<file path="config.mk">
export PLATFORM = sky130hd
export DESIGN_NAME = dbg_regbank
export DESIGN_NICKNAME = d
export VERILOG_FILES = /design/src/rtl/dbg_regbank_pkg.sv /design/src/rtl/dbg_scan_chain.sv /design/src/rtl/dbg_comms.sv /design/src/rtl/dbg_ctrl_regs.sv /design/src/rtl/dbg_regbank.sv
export SDC_FILE = /design/constraint.sdc
export NUM_CORES = 1
export LEC_CHECK = 0
export BUFFER_PORTS_ARGS = -buffer_cell sky130_fd_sc_hd__buf_2
export CORE_ASPECT_RATIO = 0.6
export CORE_MARGIN = 10
export CORE_UTILIZATION = 50
export DETAILED_ROUTE_END_ITERATION = 6
export PLACE_DENSITY = 0.75
export SLEW_MARGIN = 20
export SYNTH_ARGS = -nofsm -noshare
export SYNTH_HDL_FRONTEND = slang
export SYNTH_SLANG_ARGS = --single-unit
export TNS_END_PERCENT = 20
</file>
<file path="constraint.sdc">
create_clock -name clk -period 14.8 [get_ports clk]
set_clock_uncertainty 0.05 [all_clocks]
set_input_delay 1.48 -clock clk [delete_from_list [all_inputs] [get_ports clk]]
set_output_delay 1.48 -clock clk [all_outputs]
set_load 0.02 [all_outputs]
</file>
<file path="src/rtl/dbg_regbank_pkg.sv">
package dbg_regbank_pkg;
  localparam int DATA_W  = 32;
  localparam int ADDR_W  = 5;
  localparam int CHAIN_W = DATA_W + ADDR_W + 1;
  localparam int WP_SLOTS = 6;

  localparam logic [ADDR_W-1:0] A_CTRL  = 5'h00;
  localparam logic [ADDR_W-1:0] A_STAT  = 5'h01;
  localparam logic [ADDR_W-1:0] A_VCAT  = 5'h02;
  localparam logic [ADDR_W-1:0] A_CCTL  = 5'h04;
  localparam logic [ADDR_W-1:0] A_CDAT  = 5'h05;

  typedef struct packed {
    logic                wr;
    logic [ADDR_W-1:0]   addr;
    logic [DATA_W-1:0]   data;
  } frame_t;

  function automatic logic [ADDR_W-1:0] wp_addr(input int unit, input int slot);
    return ADDR_W'((unit + 1) * 8 + slot);
  endfunction
endpackage

</file>
<file path="src/rtl/dbg_scan_chain.sv">
module dbg_scan_chain
  import dbg_regbank_pkg::*;
#(
  parameter int W = CHAIN_W
) (
  input  logic         clk,
  input  logic         rst_n,
  input  logic         capture_en,
  input  logic         shift_en,
  input  logic         tdi,
  input  logic [W-1:0] cap_word,
  output logic         tdo,
  output logic [W-1:0] chain_q
);
  logic [W-1:0] sr_q, sr_d;
  logic         sr_en;

  assign sr_en = capture_en | shift_en;

  always_comb begin
    sr_d = sr_q;
    if (capture_en)    sr_d = cap_word;
    else if (shift_en) sr_d = {tdi, sr_q[W-1:1]};
  end

  always_ff @(posedge clk or negedge rst_n) begin
    if (!rst_n)     sr_q <= '0;
    else if (sr_en) sr_q <= sr_d;
  end

  assign tdo     = sr_q[0];
  assign chain_q = sr_q;

  AST_SHIFT_LSB_FIRST: assert property (@(posedge clk) disable iff (!rst_n)
    (shift_en && !capture_en) |=> (sr_q[W-2:0] == $past(sr_q[W-1:1]) && sr_q[W-1] == $past(tdi)));
  AST_CAPTURE_HDR_ZERO: assert property (@(posedge clk) disable iff (!rst_n)
    capture_en |=> (sr_q[W-1:DATA_W] == '0));
endmodule

</file>
<file path="src/rtl/dbg_comms.sv">
module dbg_comms
  import dbg_regbank_pkg::*;
#(
  parameter logic [3:0] VERSION = 4'h6
) (
  input  logic              clk,
  input  logic              rst_n,
  input  logic              dbg_wr_en,
  input  logic [DATA_W-1:0] dbg_wr_data,
  input  logic              dbg_consume,
  input  logic              core_wr_valid,
  input  logic [DATA_W-1:0] core_wr_data,
  output logic              core_wr_ready,
  output logic              core_rd_valid,
  output logic [DATA_W-1:0] core_rd_data,
  input  logic              core_rd_ack,
  output logic [DATA_W-1:0] ctrl_word,
  output logic [DATA_W-1:0] up_word
);
  logic              rdy_q, rdy_d;
  logic              pend_q, pend_d;
  logic [DATA_W-1:0] up_q, up_d;
  logic [DATA_W-1:0] down_q, down_d;
  logic              accept;

  assign accept = core_wr_valid & ~rdy_q;

  always_comb begin
    rdy_d  = rdy_q;
    up_d   = up_q;
    pend_d = pend_q;
    down_d = down_q;
    if (accept) begin
      rdy_d = 1'b1;
      up_d  = core_wr_data;
    end else if (dbg_consume) begin
      rdy_d = 1'b0;
    end
    if (dbg_wr_en) begin
      pend_d = 1'b1;
      down_d = dbg_wr_data;
    end else if (core_rd_ack) begin
      pend_d = 1'b0;
    end
  end

  always_ff @(posedge clk or negedge rst_n) begin
    if (!rst_n) begin
      rdy_q  <= 1'b0;
      pend_q <= 1'b0;
      up_q   <= '0;
      down_q <= '0;
    end else begin
      rdy_q  <= rdy_d;
      pend_q <= pend_d;
      if (accept)    up_q   <= up_d;
      if (dbg_wr_en) down_q <= down_d;
    end
  end

  assign core_wr_ready = ~rdy_q;
  assign core_rd_valid = pend_q;
  assign core_rd_data  = down_q;
  assign up_word       = up_q;
  assign ctrl_word     = {VERSION, {(DATA_W-6){1'b0}}, pend_q, rdy_q};

  AST_ACCEPT_SETS_READY: assert property (@(posedge clk) disable iff (!rst_n)
    (core_wr_valid && core_wr_ready) |=> !core_wr_ready);
  AST_FULL_HOLDS_WORD: assert property (@(posedge clk) disable iff (!rst_n)
    (!core_wr_ready && !dbg_consume) |=> (!core_wr_ready && $stable(up_word)));
  AST_CONSUME_CLEARS: assert property (@(posedge clk) disable iff (!rst_n)
    (dbg_consume && !core_wr_valid) |=> core_wr_ready);
  AST_ACK_CLEARS_PEND: assert property (@(posedge clk) disable iff (!rst_n)
    (core_rd_ack && !dbg_wr_en) |=> !core_rd_valid);
endmodule

</file>
<file path="src/rtl/dbg_ctrl_regs.sv">
module dbg_ctrl_regs
  import dbg_regbank_pkg::*;
#(
  parameter int CTRL_W = 6,
  parameter int STAT_W = 5,
  parameter int VC_W   = 8,
  parameter int NUM_WP = 2,
  parameter int WPC_W  = 9,
  localparam int NREG  = NUM_WP * WP_SLOTS
) (
  input  logic                     clk,
  input  logic                     rst_n,
  input  logic                     wr_en,
  input  logic [ADDR_W-1:0]        wr_addr,
  input  logic [DATA_W-1:0]        wr_data,
  input  logic [ADDR_W-1:0]        rd_addr,
  output logic [DATA_W-1:0]        rd_data,
  input  logic [STAT_W-1:0]        status_in,
  output logic [CTRL_W-1:0]        ctrl_q,
  output logic [VC_W-1:0]          vcatch_q,
  output logic [NREG*DATA_W-1:0]   wp_flat
);
  logic [CTRL_W-1:0] ctrl_r, ctrl_d;
  logic [VC_W-1:0]   vc_r, vc_d;
  logic              ctrl_we, vc_we;
  logic [DATA_W-1:0] wp_r [NREG];

  assign ctrl_we = wr_en && (wr_addr == A_CTRL);
  assign vc_we   = wr_en && (wr_addr == A_VCAT);
  assign ctrl_d  = wr_data[CTRL_W-1:0];
  assign vc_d    = wr_data[VC_W-1:0];

  always_ff @(posedge clk or negedge rst_n) begin
    if (!rst_n) begin
      ctrl_r <= '0;
      vc_r   <= '0;
    end else begin
      if (ctrl_we) ctrl_r <= ctrl_d;
      if (vc_we)   vc_r   <= vc_d;
    end
  end

  for (genvar u = 0; u < NUM_WP; u++) begin : g_unit
    for (genvar s = 0; s < WP_SLOTS; s++) begin : g_slot
      localparam int IDX = u * WP_SLOTS + s;
      localparam int FW  = (s >= 4) ? WPC_W : DATA_W;
      localparam logic [ADDR_W-1:0] SA = wp_addr(u, s);
      localparam logic [DATA_W-1:0] MASK = (FW == DATA_W) ? {DATA_W{1'b1}}
                                         : DATA_W'((64'd1 << FW) - 64'd1);
      logic              we;
      logic [DATA_W-1:0] d;
      assign we = wr_en && (wr_addr == SA);
      assign d  = wr_data & MASK;
      always_ff @(posedge clk or negedge rst_n) begin
        if (!rst_n)  wp_r[IDX] <= '0;
        else if (we) wp_r[IDX] <= d;
      end
      assign wp_flat[IDX*DATA_W +: DATA_W] = wp_r[IDX];
    end
  end

  always_comb begin
    rd_data = '0;
    if (rd_addr == A_CTRL) rd_data = DATA_W'(ctrl_r);
    if (rd_addr == A_STAT) rd_data = DATA_W'(status_in);
    if (rd_addr == A_VCAT) rd_data = DATA_W'(vc_r);
    for (int u = 0; u < NUM_WP; u++) begin
      for (int s = 0; s < WP_SLOTS; s++) begin
        if (rd_addr == wp_addr(u, s)) rd_data = wp_r[u*WP_SLOTS + s];
      end
    end
  end

  assign ctrl_q   = ctrl_r;
  assign vcatch_q = vc_r;

  AST_CTRL_WRITE: assert property (@(posedge clk) disable iff (!rst_n)
    (wr_en && wr_addr == A_CTRL) |=> (ctrl_q == $past(wr_data[CTRL_W-1:0])));
  AST_UNUSED_NO_EFFECT: assert property (@(posedge clk) disable iff (!rst_n)
    (wr_en && (wr_addr == 5'h03 || wr_addr == A_STAT)) |=> ($stable(ctrl_q) && $stable(vcatch_q) && $stable(wp_flat)));
endmodule

</file>
<file path="src/rtl/dbg_regbank.sv">
module dbg_regbank
  import dbg_regbank_pkg::*;
#(
  parameter logic [3:0] VERSION = 4'h6,
  parameter int CTRL_W = 6,
  parameter int STAT_W = 5,
  parameter int VC_W   = 8,
  parameter int NUM_WP = 2,
  parameter int WPC_W  = 9
) (
  input  logic                                clk,
  input  logic                                rst_n,
  input  logic                                capture_en,
  input  logic                                shift_en,
  input  logic                                update_en,
  input  logic                                tdi,
  output logic                                tdo,
  input  logic [STAT_W-1:0]                   dbg_status_in,
  output logic [CTRL_W-1:0]                   dbg_ctrl_q,
  output logic [VC_W-1:0]                     vcatch_q,
  output logic [NUM_WP*WP_SLOTS*DATA_W-1:0]   wp_cfg,
  input  logic                                core_wr_valid,
  input  logic [DATA_W-1:0]                   core_wr_data,
  output logic                                core_wr_ready,
  output logic                                core_rd_valid,
  output logic [DATA_W-1:0]                   core_rd_data,
  input  logic                                core_rd_ack
);
  logic [1:0]         rst_sync_q;
  logic               rst_int_n;
  logic [CHAIN_W-1:0] chain_q, cap_word;
  frame_t             frm;
  logic               wr_fire, sel_fire;
  logic [DATA_W-1:0]  hold_q, hold_d;
  logic [DATA_W-1:0]  regs_rd, comms_ctl, comms_up, rd_val;

  always_ff @(posedge clk or negedge rst_n) begin
    if (!rst_n) rst_sync_q <= 2'b00;
    else        rst_sync_q <= {rst_sync_q[0], 1'b1};
  end
  assign rst_int_n = rst_sync_q[1];

  assign cap_word = {{(CHAIN_W-DATA_W){1'b0}}, hold_q};

  dbg_scan_chain #(.W(CHAIN_W)) u_chain (
    .clk(clk), .rst_n(rst_int_n), .capture_en(capture_en), .shift_en(shift_en),
    .tdi(tdi), .cap_word(cap_word), .tdo(tdo), .chain_q(chain_q)
  );

  assign frm      = frame_t'(chain_q);
  assign wr_fire  = update_en &  frm.wr;
  assign sel_fire = update_en & ~frm.wr;

  dbg_ctrl_regs #(
    .CTRL_W(CTRL_W), .STAT_W(STAT_W), .VC_W(VC_W), .NUM_WP(NUM_WP), .WPC_W(WPC_W)
  ) u_regs (
    .clk(clk), .rst_n(rst_int_n), .wr_en(wr_fire), .wr_addr(frm.addr),
    .wr_data(frm.data), .rd_addr(frm.addr), .rd_data(regs_rd),
    .status_in(dbg_status_in), .ctrl_q(dbg_ctrl_q), .vcatch_q(vcatch_q),
    .wp_flat(wp_cfg)
  );

  dbg_comms #(.VERSION(VERSION)) u_comms (
    .clk(clk), .rst_n(rst_int_n),
    .dbg_wr_en(wr_fire && frm.addr == A_CDAT), .dbg_wr_data(frm.data),
    .dbg_consume(sel_fire && frm.addr == A_CDAT),
    .core_wr_valid(core_wr_valid), .core_wr_data(core_wr_data),
    .core_wr_ready(core_wr_ready), .core_rd_valid(core_rd_valid),
    .core_rd_data(core_rd_data), .core_rd_ack(core_rd_ack),
    .ctrl_word(comms_ctl), .up_word(comms_up)
  );

  always_comb begin
    rd_val = regs_rd;
    if (frm.addr == A_CCTL) rd_val = comms_ctl;
    if (frm.addr == A_CDAT) rd_val = comms_up;
  end

  assign hold_d = rd_val;

  always_ff @(posedge clk or negedge rst_int_n) begin
    if (!rst_int_n)    hold_q <= '0;
    else if (sel_fire) hold_q <= hold_d;
  end

  AST_HOLD_ONLY_ON_SELECT: assert property (@(posedge clk) disable iff (!rst_int_n)
    !sel_fire |=> $stable(hold_q));
endmodule

</file>
**Word-level counts from Yosys, hierarchy flattened**

Index checks and enable logic that the tools add are counted.

- Output and inout bits: 433
- Input port bits: 45
- Logic and storage cells: 87
- Flip-flop bits (word level): 444

- Equality and inequality tests: 16
- Mux-type cells: 23
- Bitwise logic cells: 6
- Reductions and logical operators: 21

Operators with widths:

| kind | count |
|---|---|
| $mux 32 | 16 |
| $mux 38 | 2 |
| $eq 5x4->1 const B | 6 |
| $eq 5x5->1 const B | 6 |
| $logic_and 1x1->1 | 16 |
| $eq 5x3->1 const B | 2 |
| $mux 6 | 1 |
| $reduce_bool 2->1 | 3 |
| $eq 5x1->1 const B | 1 |
| $eq 5x2->1 const B | 1 |
| $logic_not 5->1 | 1 |
| $mux 1 | 4 |
| $and 1x1->1 | 3 |
| $not 1->1 | 2 |
| $reduce_and 2->1 | 1 |
| $or 1x1->1 | 1 |

**Longest topological paths before layout**

Gate-level depths: netlist of the first run.

- Depth after elaboration: 18
- Gate-level depth with buffers: 9
- Mapped depth without buffers: 6

**Hierarchy**

Synthesis of the first run repeated with hierarchy kept, for this count alone.

- Cells, all modules: 1,695
- Area, all modules: 21,693.3 um^2

By module, submodules not included:

| module | area an instance (um^2) | seq. area each (um^2) | cells an instance | times used |
|---|---|---|---|---|
| dbg_ctrl_regs | 15,278.4 | 7,657.3 | 1,194 | 1 |
| dbg_comms | 2,822.7 | 1,651.6 | 177 | 1 |
| dbg_regbank | 1,825.5 | 850.8 | 159 | 1 |
| dbg_scan_chain | 1,766.7 | 950.9 | 165 | 1 |

**Worst setup path before layout of the first run**

No wires, ideal clock.

- Path type: input port to flip-flop
- Start point: in update_en
- End point: reg u_regs.wp_r, in the netlist u_regs.wp_flat[194]
- Stages on the path: 6
- Setup time: 125 ps
- Required time: 14,625 ps
- Arrival: 2,762 ps
- Buffers on the path: 2
- Slack: 11,864 ps
- Cell sequence: nand2_1 > buf_2 > nor2_1 > nand2_1 > buf_2 > mux2_2

- Cells in the longest elaborated chain, start to end: 2

Ends and longest elaborated chain:

| item | RTL line | source |
|---|---|---|
| from (decl) | dbg_regbank.sv:15 | `input logic update_en,` |
| $and 1x1->1 | dbg_regbank.sv:51 | `assign wr_fire = update_en & frm.wr;` |
| $logic_and 1x1->1 | dbg_ctrl_regs.sv:52 | `assign we = wr_en && (wr_addr == SA);` |
| to (signal, indexed assignment) | dbg_ctrl_regs.sv:55 | `if (!rst_n) wp_r[IDX] <= '0;` |
| to (signal, indexed assignment) | dbg_ctrl_regs.sv:56 | `else if (we) wp_r[IDX] <= d;` |
| to (decl) | dbg_ctrl_regs.sv:26 | `logic [DATA_W-1:0] wp_r [NREG];` |

No other way between the ends.
A chain may end at the register's enable or synchronous reset.

**Final worst setup path of the first run**

- Start point: reg u_chain.sr_q[32], in the netlist u_chain.chain_q[32]
- End point: reg u_regs.wp_r, in the netlist u_regs.wp_flat[296]

- Cells in the longest elaborated chain, start to end: 2

Ends and longest elaborated chain:

| item | RTL line | source |
|---|---|---|
| from (decl) | dbg_scan_chain.sv:15 | `logic [W-1:0] sr_q, sr_d;` |
| from (signal assigned) | dbg_scan_chain.sv:28 | `else if (sr_en) sr_q <= sr_d;` |
| $eq 5x5->1 | dbg_ctrl_regs.sv:52 |  |
| $logic_and 1x1->1 | dbg_ctrl_regs.sv:52 |  |

No other way between the ends.

==> impl_metrics.json, run 1 <==
{
  "status": "complete, no violations",
  "wirelength_mm": 68.2,
  "drt_pass1_iterations": 5,
  "synth_area_leaders": "dfrtp_1 54%, mux2_2 21%, buf_4 3.6%",
  "yosysTopAreaCell": "dfrtp_1",
  "dp.cells": 2444,
  "grt_usage_pct": 26.4,
  "hp-class": "reg -> reg",
  "start_util_pct": 50.8,
  "sw_frac_of_total_pct": 24.6,
  "drive_gt1_share_pct": 45.6,
  "clock_latency_ns": 0.56,
  "ctsHoldBuffers": 0,
  "p_seq_share_pct": 50.0,
  "clkSlewWorstSetupHoldPaths_ns": 0.07,
  "numCtsBuffers": 42,
  "area_growth_pct": 16.4,
  "r2r_start": "u_chain.chain_q[32]",
  "timing_max_transition_violations_final": 0,
  "nets": 2003,
  "synth_edf_count": 0,
  "syn_avg_cell_area_sq_um": 12.5,
  "p_sw_uw": 648,
  "drc_errors": 0,
  "hold_viol_final": 0,
  "vias": 15134,
  "power.density_nw_per_um2": 110,
  "max_cap_viol_count": 0,
  "p_leak_uw": 0.0126,
  "fmax_ghz": 0.238,
  "cts_root_buf": "clkbuf_16",
  "portBuffers": 385,
  "slowest_stage": "nand3_2",
  "setup-violations-final": 0,
  "drtIter0Drc": 1521,
  "reg2regPathDepth": 5,
  "cts_resized": 0,
  "min_from": "rst_sync_q[0]",
  "fin_crit_sh_pct": 28.4,
  "synthArstFlopShare_pct": 100,
  "startpoint_type": "flop",
  "grt_pass1_wl_mm": 101,
  "setup_tns_ns": 0,
  "ys_seq_elements": 444,
  "syn_area_sq_um": 20600,
  "seq_area_frac_synth_pct": 53.9,
  "worstSetupEndpointType": "flop",
  "final_cell_mix": "441 x dfrtp_1, 385 x buf_2, 380 x mux2_2",
  "htreeDepth": 2,
  "r2r_slack_ns": 10.59,
  "crit_required_ns": 15.17,
  "post_cts_buffers": 0,
  "worstPathMaxFanout": 54,
  "crit_arrival_ns": 4.58,
  "via_per_inst": 6.01,
  "yosys_warnings": 0,
  "cts.path.max_buffers": 3,
  "synth_cell_types": 60,
  "hold_depth": 0,
  "die_w_um": 282,
  "min_to": "rst_sync_q[1]",
  "max_stage_delay_ns": 0.88,
  "cts_tree": "done",
  "antenna_found_initial": 2,
  "cp_top_family": "simple AND/OR/NAND/NOR gates",
  "grt_pass1_vias": 15538,
  "pwr-share-clk_pct": 43.2,
  "syn_inst": 1645,
  "synth_top_cell_area_share_pct": 53.9,
  "layoutNonFillerInstCount": 2520,
  "ir_drop_mv": 0.0951,
  "pin_count": 478,
  "path_cells": "buf_4 -> nand3_2 -> nor2_4 -> buf_16 -> mux2_2",
  "period_needed_ns": 4.21,
  "antenna_left": 0,
  "final_common_cell": "dfrtp_1",
  "path_class": "reg -> reg",
  "rsz0062_at_grt": "no",
  "dieArea_sq_um": 50000,
  "intPower_uw": 1980,
  "fp.coreArea_sq_um": 40600,
  "reg2reg_to": "u_regs.wp_flat[296]",
  "place_congestion": 0.883,
  "die_y_um": 177,
  "rows": 57,
  "wl_per_cell_um": 27.1,
  "ys.flop_type": "dfrtp_1",
  "grt_remaining_overflow": 0,
  "timing.slew.headroom_pct": 21.4,
  "critPathBufInv": 2,
  "cts_num_sinks": 444,
  "dp_hpwl_mm": 46.4,
  "worst_pin_slew_ns": 1.18,
  "power_frac_comb_pct": 6.8,
  "grt_max_degree": 166
}
==> area by class of cell <==
class / count / area [sq um]
multi-input cells: 1056 / 8600
fillers: 3344 / 16600
clock inverters: 15 / 205
inverters: 8 / 30.0
flip-flops and latches: 444 / 11100
diodes: 1 / 2.50
clock buffers: 59 / 1250
well taps: 531 / 664
repair buffers: 406 / 2130
==> cell usage after synthesis, types with 13 or more instances <==
master and count:
buf_2 53, o211ai_1 26, dfrtp_1 444, mux4_2 24, clkbuf_1 68, mux2i_1 45
nand2_1 102, nand3_1 56, mux2_2 380, nor2_1 40, o22ai_1 39, mux2_1 13
nor3_1 14, a21oi_1 37, buf_4 99, o21ai_0 87
==> metal layers <==
layer / global-route usage, % / routed length, um
met1: 35.3 / 27800
met2: 42.1 / 32200
met3: 7.40 / 6460
met4: 6.69 / 1740
met5: 0 / 0
==> power groups by stage <==
stage	logic (uW)	clock network (uW)	registers, uW
detailed placement	179	0	1340
finish	180	1140	1320
CTS	180	1150	1310
global placement	176	0	1330
floorplan	128	0	1340
global route	196	1200	1320
==> flip-flops by register name, summed over array words and instances (netlist names) <==
signal,count
u_comms.core_rd_valid,1
u_regs.vcatch_q,8
u_regs.ctrl_q,6
hold_q,32
u_comms.up_word,32
u_comms.rdy_q,1
u_comms.core_rd_data,32
rst_sync_q,2
u_regs.wp_flat,292
u_chain.chain_q,38
==> how the worst max path moves through the flow <==
stage	start	depth (start not counted)	slack, ns	endpoint
2_1_floorplan	rst_sync_q[1]	0	1.46	hold_q[0]
4_1_cts	u_chain.chain_q[32]	5	10.62	u_regs.wp_flat[296]
5_1_grt	u_chain.chain_q[32]	5	10.40	u_regs.wp_flat[296]
3_3_place_gp	u_chain.chain_q[32]	4	10.48	u_regs.wp_flat[303]
6_report	u_chain.chain_q[32]	5	10.59	u_regs.wp_flat[296]
3_5_place_dp	update_en	5	10.48	u_regs.wp_flat[48]
==> worst register-to-register path, cell delays in order (launching register included) <==
cell and delay [ns]:
dfrtp_4 0.87, buf_4 0.78, nand3_2 0.89, nor2_4 0.84, buf_16 0.26, mux2_2 0.36
==> cell families (layout without fill, tap and decap cells) <==
family	count (synthesis)	count (layout)	synth area share, %
AOI/OAI and AO/OA	241	241	7.29
other	2	94	0.0364
and+or+nand+nor	260	260	6.02
DFF	444	444	53.9
buffers and inverters	236	488	6.49
muxes	462	462	26.3
==> through the flow <==
stage	hold slack (ns)	cell area (sq um)	setup WS (ns)	util, %	power [uW]
2_1_floorplan	0.281	21000	1.46	-	1460
3_3_place_gp	0.288	22500	10.48	55.4	1510
3_5_place_dp	0.291	22500	10.48	55.5	1520
4_1_cts	0.306	24000	10.62	59.1	2650
5_1_grt	0.319	24000	10.40	59.1	2720
6_report	0.303	24000	10.59	59.1	2630
No activity file was read; power rests on OpenSTA's default activity.
==> run 2: changes to the inputs <==
--- a/config.mk
+++ b/config.mk
@@ -8,9 +8,9 @@
 export BUFFER_PORTS_ARGS = -buffer_cell sky130_fd_sc_hd__buf_2
 export CORE_ASPECT_RATIO = 0.6
 export CORE_MARGIN = 10
-export CORE_UTILIZATION = 50
+export CORE_UTILIZATION = 49
 export DETAILED_ROUTE_END_ITERATION = 6
-export PLACE_DENSITY = 0.75
+export PLACE_DENSITY = 0.77
 export SLEW_MARGIN = 20
 export SYNTH_ARGS = -nofsm -noshare
 export SYNTH_HDL_FRONTEND = slang
==> constraint.sdc (replaced) <==
create_clock -name clk -period 3.5 [get_ports clk]
set_clock_uncertainty 0.05 [all_clocks]
set_input_delay 0.35 -clock clk [delete_from_list [all_inputs] [get_ports clk]]
set_output_delay 0.35 -clock clk [all_outputs]
set_load 0.02 [all_outputs]
==> run 2 against run 1 <==
Worst setup slack got worse by 9.9 ns. Flip-flop and latch count unchanged. Combinational power rose to 4.5 times the previous value. Sequential power rose to 4.2 times the previous value. Global-route usage shrank 0.27 points. Die area rose by 1.9%. Power rose to 4.3 times the previous value. Cell count increased by 4.0%. Non-clock buffer count up 59. Sequential share of layout area shrank 1.3 points. Core utilization up 0.062 points. Critical path depth grew 3. Largest cell class unchanged. Highest routed layer is now met5.
==> impl_metrics.json, run 2 (same netlist as run 1, synthesis figures left out) <==
{
  "cts_num_sinks": 444,
  "die_y_um": 179,
  "fp.coreArea_sq_um": 41700,
  "clock_latency_ns": 0.56,
  "drt_pass1_iterations": 5,
  "status": "complete, no violations",
  "cts_tree": "done",
  "drive_gt1_share_pct": 45.6,
  "htreeDepth": 2,
  "place_congestion": 0.934,
  "crit_arrival_ns": 3.19,
  "cts.path.max_buffers": 3,
  "worstSetupEndpointType": "flop",
  "die_w_um": 285,
  "dieArea_sq_um": 51000,
  "worst_path_most_repeated_cell": "buf_4",
  "slowest_stage": "dfrtp_1",
  "pin_count": 478,
  "largest_reg_flops": 292,
  "reg2regPathDepth": 8,
  "startpoint_type": "flop",
  "setup_tns_ns": 0,
  "hold_ws_ns": 0.0745,
  "wirelength_mm": 69.3,
  "timing.slew.headroom_pct": 43.9,
  "vias": 15344,
  "setup_ws_ns": 0.696,
  "r2r_start": "u_chain.chain_q[35]",
  "numCtsBuffers": 44,
  "worstPathMaxFanout": 21,
  "reg2reg_to": "hold_q[6]",
  "worst_pin_slew_ns": 0.840,
  "path_class": "reg -> reg",
  "grt_remaining_overflow": 0,
  "path_cells": "buf_4 -> nor3b_4 -> buf_4 -> o21ai_0 -> a22o_1 -> o211ai_2 -> a22oi_1 -> o41ai_1",
  "cts_root_buf": "clkbuf_16",
  "p_leak_uw": 0.0129,
  "drc_errors": 0,
  "power.density_nw_per_um2": 459,
  "antenna_found_initial": 2,
  "cp_top_family": "compound AO/OA/AOI/OAI gates",
  "max_stage_delay_ns": 0.74,
  "timing_max_transition_violations_final": 0,
  "ir_drop_mv": 0.349,
  "ctsHoldBuffers": 34,
  "r2r_slack_ns": 0.70,
  "grt_pass1_wl_mm": 103,
  "final_common_cell": "dfrtp_1",
  "final_cell_mix": "441 x dfrtp_1, 384 x buf_2, 380 x mux2_2",
  "dp_hpwl_mm": 48.0,
  "crit_required_ns": 3.89,
  "post_cts_buffers": 0,
  "hp-class": "in -> async",
  "area_growth_pct": 19.8,
  "via_per_inst": 5.85,
  "nets": 2064,
  "drtIter0Drc": 1396,
  "start_util_pct": 49.4,
  "portBuffers": 385,
  "fmax_ghz": 0.357,
  "dpl_worst_slack_ns": 0.775,
  "grt_usage_pct": 26.1,
  "rows": 58,
  "hold_viol_final": 0,
  "antenna_left": 0,
  "critPathBufInv": 2,
  "grt_max_degree": 86,
  "wl_per_cell_um": 26.4,
  "fin_crit_sh_pct": 80.1,
  "fillerInstances": 3399,
  "setup-violations-final": 0,
  "rsz0062_at_grt": "no",
  "max_cap_viol_count": 0,
  "cts_resized": 0,
  "period_needed_ns": 2.80,
  "grt_pass1_vias": 15704,
  "clkSlewWorstSetupHoldPaths_ns": 0.07
}
-- run 2: cell types whose count changed in the layout (fill, tap and decap cells not counted), sizes merged --
cell         before  now
buf             406  430
bufinv            4    5
clkbuf           59   58
clkinvlp          0    1
dlygate4sd3       0   35
inv               8   10
-- run 2: final cells by class --
type	instances	area [sq um]	area share [%]
Tap cell	570	713	2.89
Multi-Input combinational cell	1056	8580	34.7
Timing Repair Buffer	465	2760	11.2
Sequential cell	444	11100	45.0
Antenna cell	1	2.50	0.0101
Inverter	8	30.0	0.122
Clock inverter	19	234	0.947
Clock buffer	58	1250	5.08
-- run 2: worst max-delay path by stage --
stage | from | endpoint | slack (ns) | depth (start not counted)
global placement | u_chain.chain_q[36] | u_regs.wp_flat[193] | 0.85 | 5
finish | u_chain.chain_q[35] | hold_q[6] | 0.70 | 8
floorplan | rst_sync_q[1] | hold_q[0] | -0.90 | 0
detailed placement | u_chain.chain_q[35] | hold_q[6] | 0.78 | 8
CTS | u_chain.chain_q[35] | hold_q[6] | 0.75 | 8
global route | u_chain.chain_q[36] | u_regs.wp_flat[193] | 0.57 | 5
-- run 2: power by group --
part	total [uW]	internal (uW)	switching, uW
Sequential	5570	5330	236
Clock	4970	2890	2080
Combinational	816	310	505
Total	11300	8530	2820
-- run 2: worst register-to-register path, stage by stage (launching register included) --
cell	delay, ns
dfrtp_1	0.74
buf_4	0.27
nor3b_4	0.27
buf_4	0.35
o21ai_0	0.15
a22o_1	0.27
o211ai_2	0.08
a22oi_1	0.12
o41ai_1	0.39
-- run 2: through the flow --
step / cells / total power [uW] / cell area (sq um) / utilization (%)
3_5_place_dp: 2507 / 6430 / 22800 / 54.7
3_3_place_gp: 2507 / 6410 / 22800 / 54.7
5_1_grt: 2621 / 11700 / 24700 / 59.2
6_report: 2621 / 11300 / 24700 / 59.2
2_1_floorplan: 1736 / 6180 / 21000 / -
4_1_cts: 2618 / 11400 / 24700 / 59.1
-- run 2: metal layers --
layer	GRT usage [%]	vias up	routed length [um]
li1	-	6496	-
met1	34.7	8006	28400
met2	42.3	725	33000
met3	7.18	115	6210
met4	6.15	2	1630
met5	0	-	11
